### config.mk
export PLATFORM = sky130hd
export DESIGN_NAME = phase_edge_aligner
export DESIGN_NICKNAME = d
export VERILOG_FILES = /design/src/rtl/pea_pkg.sv /design/src/rtl/pea_step_engine.sv /design/src/rtl/pea_search_ctrl.sv /design/src/rtl/phase_edge_aligner.sv
export SDC_FILE = /design/constraint.sdc
export NUM_CORES = 1
export LEC_CHECK = 0
export ABC_AREA = 1
export ABC_CLOCK_PERIOD_IN_PS = 3000
export BUFFER_PORTS_ARGS = -buffer_cell sky130_fd_sc_hd__buf_4
export CAP_MARGIN = 20
export CORE_ASPECT_RATIO = 2
export CORE_UTILIZATION = 64
export CTS_CLUSTER_DIAMETER = 100
export CTS_CLUSTER_SIZE = 20
export DETAILED_ROUTE_END_ITERATION = 10
export HOLD_SLACK_MARGIN = 0.08
export MAX_ROUTING_LAYER = met4
export PLACE_DENSITY_LB_ADDON = 0.2
export SLEW_MARGIN = 15
export SYNTH_ARGS = -nofsm -noshare
export SYNTH_HDL_FRONTEND = slang
export SYNTH_SLANG_ARGS = --single-unit
### constraint.sdc
create_clock -name clk -period 3 [get_ports clk]
set_input_delay 0.45 -clock clk [delete_from_list [all_inputs] [get_ports clk]]
set_output_delay 0.45 -clock clk [all_outputs]
set_load 0.005 [all_outputs]
### src/rtl/pea_pkg.sv
`timescale 1ns/1ps
// Shared state encodings for the phase edge search sequencer.
package pea_pkg;
    // States of the single-load engine.
    typedef enum logic [1:0] {
        ENG_IDLE,
        ENG_SETTLE,
        ENG_CAPT,
        ENG_SAMPLE
    } eng_state_t;

    // Stages of the search controller.
    typedef enum logic [2:0] {
        SEQ_IDLE,
        SEQ_SEARCH,
        SEQ_FWD,
        SEQ_BACK,
        SEQ_REDISC,
        SEQ_FINAL
    } seq_state_t;
endpackage

### src/rtl/pea_step_engine.sv
`timescale 1ns/1ps
// Performs one phase load per request.
// It drives the new phase, holds it for SETTLE_CYC cycles and inverts the load strobe.
// It then allows one cycle for the shifter to capture the value and samples the comparator.
// Assumes: go arrives only while the engine is idle, and the comparator has settled
// one cycle after the shifter captures the value.
module pea_step_engine
    import pea_pkg::*;
#(
    parameter int PHASE_W    = 6,
    parameter int SETTLE_CYC = 5
) (
    input  logic               clk,
    input  logic               rst_n,
    input  logic               go,
    input  logic [PHASE_W-1:0] go_phase,
    input  logic               cmp_in,
    output logic [PHASE_W-1:0] phase_out,
    output logic               load_tgl,
    output logic               step_done,
    output logic               step_cmp
);
    localparam int SET_W = $clog2(SETTLE_CYC + 1);

    eng_state_t         state;
    logic [SET_W-1:0]   wait_cnt;
    logic [PHASE_W-1:0] phase_q;
    logic               tgl_q;

    // Sequence one load: write, settle, strobe, capture slot, sample.
    always_ff @(posedge clk) begin
        if (!rst_n) begin
            state    <= ENG_IDLE;
            wait_cnt <= '0;
            phase_q  <= '0;
            tgl_q    <= 1'b0;
        end else begin
            case (state)
                ENG_IDLE: if (go) begin
                    phase_q  <= go_phase;
                    wait_cnt <= SET_W'(SETTLE_CYC - 1);
                    state    <= ENG_SETTLE;
                end
                ENG_SETTLE: if (wait_cnt == '0) begin
                    tgl_q <= ~tgl_q;
                    state <= ENG_CAPT;
                end else begin
                    wait_cnt <= wait_cnt - 1'b1;
                end
                ENG_CAPT:   state <= ENG_SAMPLE;
                default:    state <= ENG_IDLE;
            endcase
        end
    end

    assign phase_out = phase_q;
    assign load_tgl  = tgl_q;
    assign step_done = (state == ENG_SAMPLE);
    assign step_cmp  = cmp_in;

    // Track how long the driven phase has been unchanged, for the settle check.
    logic [PHASE_W-1:0] phase_seen;
    logic [SET_W-1:0]   age;
    always_ff @(posedge clk) begin
        if (!rst_n) begin
            phase_seen <= '0;
            age        <= '0;
        end else begin
            phase_seen <= phase_q;
            if (phase_q != phase_seen)
                age <= SET_W'(1);
            else if (age != SET_W'(SETTLE_CYC))
                age <= age + 1'b1;
        end
    end


    settle_before_load_chk: assert property (@(posedge clk) disable iff (!rst_n)
        (load_tgl != $past(load_tgl)) |-> ($past(age) >= SET_W'(SETTLE_CYC - 1)));


    phase_held_to_sample_chk: assert property (@(posedge clk) disable iff (!rst_n)
        (state == ENG_CAPT || state == ENG_SAMPLE) |-> $stable(phase_q));
endmodule

### src/rtl/pea_search_ctrl.sv
`timescale 1ns/1ps
// Stage controller for the edge search. It runs search, forward probe, backward probe and
// rediscovery, retries false transitions and enforces the attempt and load limits.
// Assumes: step_done pulses once per requested load, and phase_now is the value loaded.
module pea_search_ctrl
    import pea_pkg::*;
#(
    parameter int PHASE_W      = 6,
    parameter int CNT_W        = 16,
    parameter int FWD_STEPS    = 5,
    parameter int BACK_STEPS   = 5,
    parameter int MAX_ATTEMPTS = 10,
    parameter int ADJ_LIMIT    = 65535
) (
    input  logic               clk,
    input  logic               rst_n,
    input  logic               start,
    input  logic [PHASE_W-1:0] phase_init,
    input  logic               cmp_in,
    input  logic               step_done,
    input  logic               step_cmp,
    input  logic [PHASE_W-1:0] phase_now,
    output logic               go,
    output logic [PHASE_W-1:0] go_phase,
    output logic               busy,
    output logic               done,
    output logic               fail,
    output logic [CNT_W-1:0]   adjust_count
);
    localparam int ATT_W = $clog2(MAX_ATTEMPTS + 1);
    localparam int PRB_W = $clog2(FWD_STEPS + BACK_STEPS + 1);
    localparam logic [CNT_W-1:0] LIMIT = CNT_W'(ADJ_LIMIT);

    seq_state_t         state;
    logic               prev_q;
    logic [CNT_W-1:0]   adj_q;
    logic [ATT_W-1:0]   att_q;
    logic [PRB_W-1:0]   cnt_q;
    logic               go_q;
    logic [PHASE_W-1:0] go_phase_q;
    logic               done_q;
    logic               fail_q;

    logic [PHASE_W-1:0] w_inc, w_dec;
    logic [CNT_W-1:0]   adj_inc;
    logic [ATT_W-1:0]   att_inc;
    assign w_inc   = phase_now + 1'b1;
    assign w_dec   = phase_now - 1'b1;
    assign adj_inc = adj_q + 1'b1;
    assign att_inc = att_q + 1'b1;

    // Advance the stage machine on start and on each completed load.
    always_ff @(posedge clk) begin
        if (!rst_n) begin
            state      <= SEQ_IDLE;
            prev_q     <= 1'b0;
            adj_q      <= '0;
            att_q      <= '0;
            cnt_q      <= '0;
            go_q       <= 1'b0;
            go_phase_q <= '0;
            done_q     <= 1'b0;
            fail_q     <= 1'b0;
        end else begin
            go_q <= 1'b0;
            case (state)
                SEQ_IDLE: if (start) begin
                    prev_q     <= cmp_in;
                    adj_q      <= '0;
                    att_q      <= '0;
                    cnt_q      <= '0;
                    done_q     <= 1'b0;
                    fail_q     <= 1'b0;
                    go_q       <= 1'b1;
                    go_phase_q <= phase_init;
                    state      <= SEQ_SEARCH;
                end
                SEQ_FINAL: if (step_done) begin
                    done_q <= 1'b1;
                    state  <= SEQ_IDLE;
                end
                default: if (step_done) begin
                    adj_q <= adj_inc;
                    if (adj_inc == LIMIT) begin
                        fail_q <= 1'b1;
                        state  <= SEQ_IDLE;
                    end else if (state == SEQ_SEARCH || state == SEQ_REDISC) begin
                        prev_q <= step_cmp;
                        go_q   <= 1'b1;
                        if (prev_q && !step_cmp) begin
                            if (state == SEQ_REDISC) begin
                                go_phase_q <= w_dec;
                                state      <= SEQ_FINAL;
                            end else begin
                                go_phase_q <= phase_now;
                                cnt_q      <= PRB_W'(1);
                                state      <= SEQ_FWD;
                            end
                        end else begin
                            go_phase_q <= step_cmp ? w_inc : w_dec;
                        end
                    end else if (state == SEQ_FWD && step_cmp) begin
                        // Comparator is 1: the first backward probe has nothing to do.
                        go_q       <= 1'b1;
                        go_phase_q <= w_dec;
                        cnt_q      <= PRB_W'(1);
                        state      <= SEQ_BACK;
                    end else if (state == SEQ_FWD && cnt_q != PRB_W'(FWD_STEPS)) begin
                        go_q       <= 1'b1;
                        go_phase_q <= w_inc;
                        cnt_q      <= cnt_q + 1'b1;
                    end else if (state == SEQ_BACK && cnt_q != PRB_W'(BACK_STEPS)) begin
                        go_q       <= 1'b1;
                        go_phase_q <= w_dec;
                        cnt_q      <= cnt_q + 1'b1;
                    end else if (state == SEQ_BACK && step_cmp) begin
                        prev_q     <= step_cmp;
                        go_q       <= 1'b1;
                        go_phase_q <= phase_now;
                        state      <= SEQ_REDISC;
                    end else if (att_inc == ATT_W'(MAX_ATTEMPTS)) begin
                        fail_q <= 1'b1;
                        state  <= SEQ_IDLE;
                    end else begin
                        // False transition: restart the search from the last phase written.
                        att_q      <= att_inc;
                        prev_q     <= step_cmp;
                        go_q       <= 1'b1;
                        go_phase_q <= phase_now;
                        state      <= SEQ_SEARCH;
                    end
                end
            endcase
        end
    end

    assign go           = go_q;
    assign go_phase     = go_phase_q;
    assign busy         = (state != SEQ_IDLE);
    assign done         = done_q;
    assign fail         = fail_q;
    assign adjust_count = adj_q;


    done_fail_excl_chk: assert property (@(posedge clk) disable iff (!rst_n)
        !(done_q && fail_q));


    result_held_chk: assert property (@(posedge clk) disable iff (!rst_n)
        (!busy && !$past(busy) && !$past(start)) |->
            ($stable(adj_q) && $stable(done_q) && $stable(fail_q)));


    count_step_chk: assert property (@(posedge clk) disable iff (!rst_n)
        (busy && $past(busy)) |-> (adj_q == $past(adj_q) || adj_q == $past(adj_q) + 1'b1));


    no_success_at_cap_chk: assert property (@(posedge clk) disable iff (!rst_n)
        $rose(done_q) |-> (adj_q < LIMIT));


    attempt_bound_chk: assert property (@(posedge clk) disable iff (!rst_n)
        att_q < ATT_W'(MAX_ATTEMPTS));
endmodule

### src/rtl/phase_edge_aligner.sv
`timescale 1ns/1ps
// Top of the phase edge search sequencer: stage controller plus single-load engine.
// Assumes an external phase shifter that captures phase_out on either edge of load_tgl,
// and a comparator whose output cmp_in reflects the captured phase.
module phase_edge_aligner #(
    parameter int PHASE_W      = 6,
    parameter int CNT_W        = 16,
    parameter int SETTLE_CYC   = 5,
    parameter int FWD_STEPS    = 5,
    parameter int BACK_STEPS   = 5,
    parameter int MAX_ATTEMPTS = 10,
    parameter int ADJ_LIMIT    = 65535
) (
    input  logic               clk,
    input  logic               rst_n,
    input  logic               start,
    input  logic [PHASE_W-1:0] phase_init,
    input  logic               cmp_in,
    output logic [PHASE_W-1:0] phase_out,
    output logic               load_tgl,
    output logic               busy,
    output logic               done,
    output logic               fail,
    output logic [CNT_W-1:0]   adjust_count
);
    logic               go;
    logic [PHASE_W-1:0] go_phase;
    logic               step_done;
    logic               step_cmp;

    pea_search_ctrl #(
        .PHASE_W(PHASE_W), .CNT_W(CNT_W), .FWD_STEPS(FWD_STEPS),
        .BACK_STEPS(BACK_STEPS), .MAX_ATTEMPTS(MAX_ATTEMPTS), .ADJ_LIMIT(ADJ_LIMIT)
    ) u_ctrl (
        .clk(clk), .rst_n(rst_n), .start(start), .phase_init(phase_init),
        .cmp_in(cmp_in), .step_done(step_done), .step_cmp(step_cmp),
        .phase_now(phase_out), .go(go), .go_phase(go_phase), .busy(busy),
        .done(done), .fail(fail), .adjust_count(adjust_count)
    );

    pea_step_engine #(
        .PHASE_W(PHASE_W), .SETTLE_CYC(SETTLE_CYC)
    ) u_eng (
        .clk(clk), .rst_n(rst_n), .go(go), .go_phase(go_phase), .cmp_in(cmp_in),
        .phase_out(phase_out), .load_tgl(load_tgl), .step_done(step_done),
        .step_cmp(step_cmp)
    );
endmodule

==> flow_metrics.py <==
metrics = {
    "clock_network": {
        "clock-sinks": 49,
        "clockBufferDepth": 2,
        "clk_latency_ns": 0.32,
        "hold_buffers": 0,
        "cts_resized": 0,
        "post_cts_buffers": 0,
        "cts-buffers-inserted": 5,
        "cts_max_level": 2,
        "clk_pin_slew_ns": 0.09,
        "cts_tree": "built",
        "clk_root_buffer_cell": "clkbuf_8",
    },
    "pwr": {
        "p_per_area_nw_per_um2": 797,
        "leakagePower_nw": 1.72,
        "combinationalPowerShare_pct": 54.7,
        "ir_drop_v": 0.000568,
        "p_seq_share_pct": 29.7,
        "p_int_mw": 1.64,
        "power.share.clock_pct": 15.7,
        "swShare_pct": 47.4,
        "power_mw": 3.12,
        "power_switching_mw": 1.48,
    },
    "global_routing": {
        "grt_pass1_vias": 3551,
        "grt_pass1_wl_mm": 15.7,
        "grt_overflow": 0,
        "antenna_found_initial": 0,
        "grt_start_max_net_pins": 25,
        "grtUsageTotal_pct": 37.7,
    },
    "worst_setup_path": {
        "worst_path_max_delay_cell": "dfxtp_1",
        "start_kind": "flip-flop",
        "worst-path-buf-inv": 1,
        "crit_type": "reg -> reg",
        "slowest_delay_ns": 0.43,
        "crit_path_cell_trace": "ha_1 > nand2_2 > nor2_1 > nand2_1 > nor2_1 > nand3_1 > nand2_1 > nand3_1 > nor2_2 > nand3_2 > nand3_1 > nand2_1 > inv_1 > nor2_1",
        "required_ns": 3.22,
        "cp_max_fo": 12,
        "critical_path.top_delay_family": "simple AND/OR/NAND/NOR gates",
        "crit_path_end_kind": "flip-flop",
        "crit_arrival_ns": 2.57,
    },
    "floorplan": {
        "die_w_um": 54.2,
        "pin_count": 36,
        "fp.dieH_um": 106,
        "die_area_um2": 5780,
        "coreArea_um2": 5180,
        "rows": 37,
        "start_util_pct": 67.4,
    },
    "detailed_routing": {
        "vias": 3684,
        "initialDrtViolationCount": 128,
        "drcViolationCount": 0,
        "wire_per_inst_um": 14.8,
        "drt_pass1_iterations": 5,
        "routed_wl_mm": 9.50,
        "ant_nets": 0,
        "viasPerCell": 5.76,
    },
    "min_path": {
        "hp-class": "reg -> reg",
    },
    "finish": {
        "diodes": 0,
        "layout.cells.non_filler": 640,
        "drive_above_1_share_pct": 13.9,
        "nNetsFinal": 606,
        "areaGrowthSynthToFinish_pct": 12.0,
    },
    "sta": {
        "fin_crit_ns": 2.35,
        "finalHoldViolCount": 0,
        "worstMarginPinSlew_ns": 0.461,
        "fmax_mhz": 426,
        "fin_worst_skew_ns": 0.0126,
        "drv_slew": 0,
        "setup_viol": 0,
        "timing.slew.headroom_pct": 69.2,
        "rsz0062_at_grt": "false",
        "period_share_pct": 78.3,
        "setup_tns_ns": 0,
    },
    "yosys": {
        "ys_types": 43,
        "synth_seq_cells": 49,
        "synth.cell_area_um2": 3490,
        "synth-seq-area-share_pct": 28.1,
        "ys_warn_count": 0,
        "synthCells": 548,
        "synth_nets": 573,
        "avgSynthCellArea_um2": 6.37,
    },
    "placement": {
        "dpl.cell_count": 632,
        "routabilityCongestion": 0.943,
        "dpl.hpwl_mm": 7.18,
        "io_buffer_count": 35,
    },
    "outcome": {
        "status": "finished clean",
    },
    "job": {
        "max_cap_violations": 0,
    },
}
## worst reg2reg max path, cell delays in order, from the launching register on
cell     delay [ns]
dfxtp_1        0.43
ha_1           0.27
nand2_2        0.11
nor2_1         0.20
nand2_1        0.10
nor2_1         0.10
nand3_1        0.08
nand2_1        0.16
nand3_1        0.11
nor2_2         0.10
nand3_2        0.21
nand3_1        0.22
nand2_1        0.07
inv_1          0.06
nor2_1         0.04
## per-stage QoR
step	hold WS (ns)	area [um^2]	worst slack (ns)	util [%]
global route	0.506	3910	0.357	75.5
detailed placement	0.467	3800	0.707	73.3
global placement	0.455	3800	0.784	73.3
finish	0.479	3910	0.652	75.5
CTS	0.482	3910	0.682	75.5
floorplan	0.456	3490	1.04	-
## path summary, 6_finish.rpt
| path | startpoint | endpoint | slack (ns) | depth (start not counted) |
|---|---|---|---|---|
| setup / recovery | u_ctrl.adjust_count[0] | u_ctrl.att_q[3] | 0.65 | 14 |
| hold reg to reg | u_ctrl.done | u_ctrl.done | 0.48 | 2 |
| hold / removal | u_ctrl.done | u_ctrl.done | 0.48 | 2 |
| setup reg to reg | u_ctrl.adjust_count[0] | u_ctrl.att_q[3] | 0.65 | 14 |
## layer usage
metal  share of wire, %  vias to the layer above  GRT usage (%)
met3                5.3                       40           12.9
met5                  0                        -              -
met1                 35                     1674           32.9
li1                   -                     1832              -
met4                5.0                        0           27.5
met2                 55                      138           62.4
## layout by cell type (no fill, tap or decap), drive strengths merged, types with 6 or more instances in the layout
| cell | n |
|---|---|
| dfxtp | 49 |
| buf | 40 |
| nand2 | 156 |
| clkbuf | 6 |
| inv | 70 |
| ha | 15 |
| nand3 | 46 |
| nor3 | 6 |
| a21oi | 44 |
| o21ai | 32 |
| nand4 | 16 |
| nor2 | 62 |
| xor2 | 15 |
## area by class of cell
| type | count | area [um^2] |
|---|---|---|
| Clock buffer | 6 | 72.6 |
| Clock inverter | 2 | 38.8 |
| Fill cell | 437 | 1270 |
| Inverter | 73 | 274 |
| Multi-Input combinational cell | 412 | 2170 |
| Sequential cell | 49 | 981 |
| Tap cell | 58 | 72.6 |
| Timing Repair Buffer | 40 | 300 |
## sequential cells by signal, indices dropped and copies added, names as in the netlist
register and cells:
u_ctrl.adjust_count 16, u_ctrl.att_q 4, u_ctrl.cnt_q 4, u_ctrl.done 1, u_ctrl.fail 1, u_ctrl.go 1, u_ctrl.go_phase 6, u_ctrl.prev_q 1
u_ctrl.state 3, u_eng.load_tgl 1, u_eng.phase_out 6, u_eng.state 2, u_eng.wait_cnt 3
## logic make-up after synthesis
| logic type | count (synthesis) | synth area share (%) |
|---|---|---|
| xor+xnor | 16 | 4.55 |
| fa+ha+maj | 15 | 5.37 |
| compound gates | 90 | 14.6 |
| simple gates | 291 | 37.8 |
| buf+inv | 87 | 9.67 |
| flops | 49 | 28.1 |
## cells in the mapped netlist
cell type,instances,share of area (%)
nor3b_1,1,0.21
nand2_4,1,0.32
o21ai_0,30,4.3
nand3_2,2,0.57
a21oi_1,44,6.3
o21ai_2,2,0.50
nand4_1,16,2.9
xnor2_1,1,0.25
o21bai_1,2,0.43
o22ai_1,1,0.18
or2_2,2,0.36
nand3_4,1,0.50
nor3_1,5,0.72
nor2_4,2,0.64
o211ai_1,2,0.43
nand3_1,43,6.2
nand2b_1,1,0.18
dfxtp_1,49,28
nand3b_1,1,0.21
nor2_1,50,5.4
o211a_1,1,0.29
xor2_4,1,0.79
nor2_8,1,0.57
clkbuf_1,10,1.1
buf_2,3,0.43
nor2_2,9,1.6
inv_1,66,7.1
o2111ai_1,1,0.25
o31ai_1,1,0.21
o21bai_4,1,0.54
nor3_2,1,0.29
inv_2,4,0.43
o221ai_1,1,0.25
nand2_1,148,16
o21a_1,1,0.21
clkinv_1,3,0.32
ha_1,15,5.4
xor2_1,14,3.5
a211oi_1,1,0.21
a221oi_1,1,0.25
nand2_2,7,1.3
buf_6,1,0.32
a22oi_1,1,0.21
## power by group through the flow
stage	combinational, mW	clock (mW)	sequential, mW
floorplan	1.23	0	0.903
global route	1.94	0.525	0.945
finish	1.70	0.489	0.925
detailed placement	1.65	0	0.937
CTS	1.66	0.495	0.922
global placement	1.60	0	0.924
No activity file was read; power rests on OpenSTA's default activity.
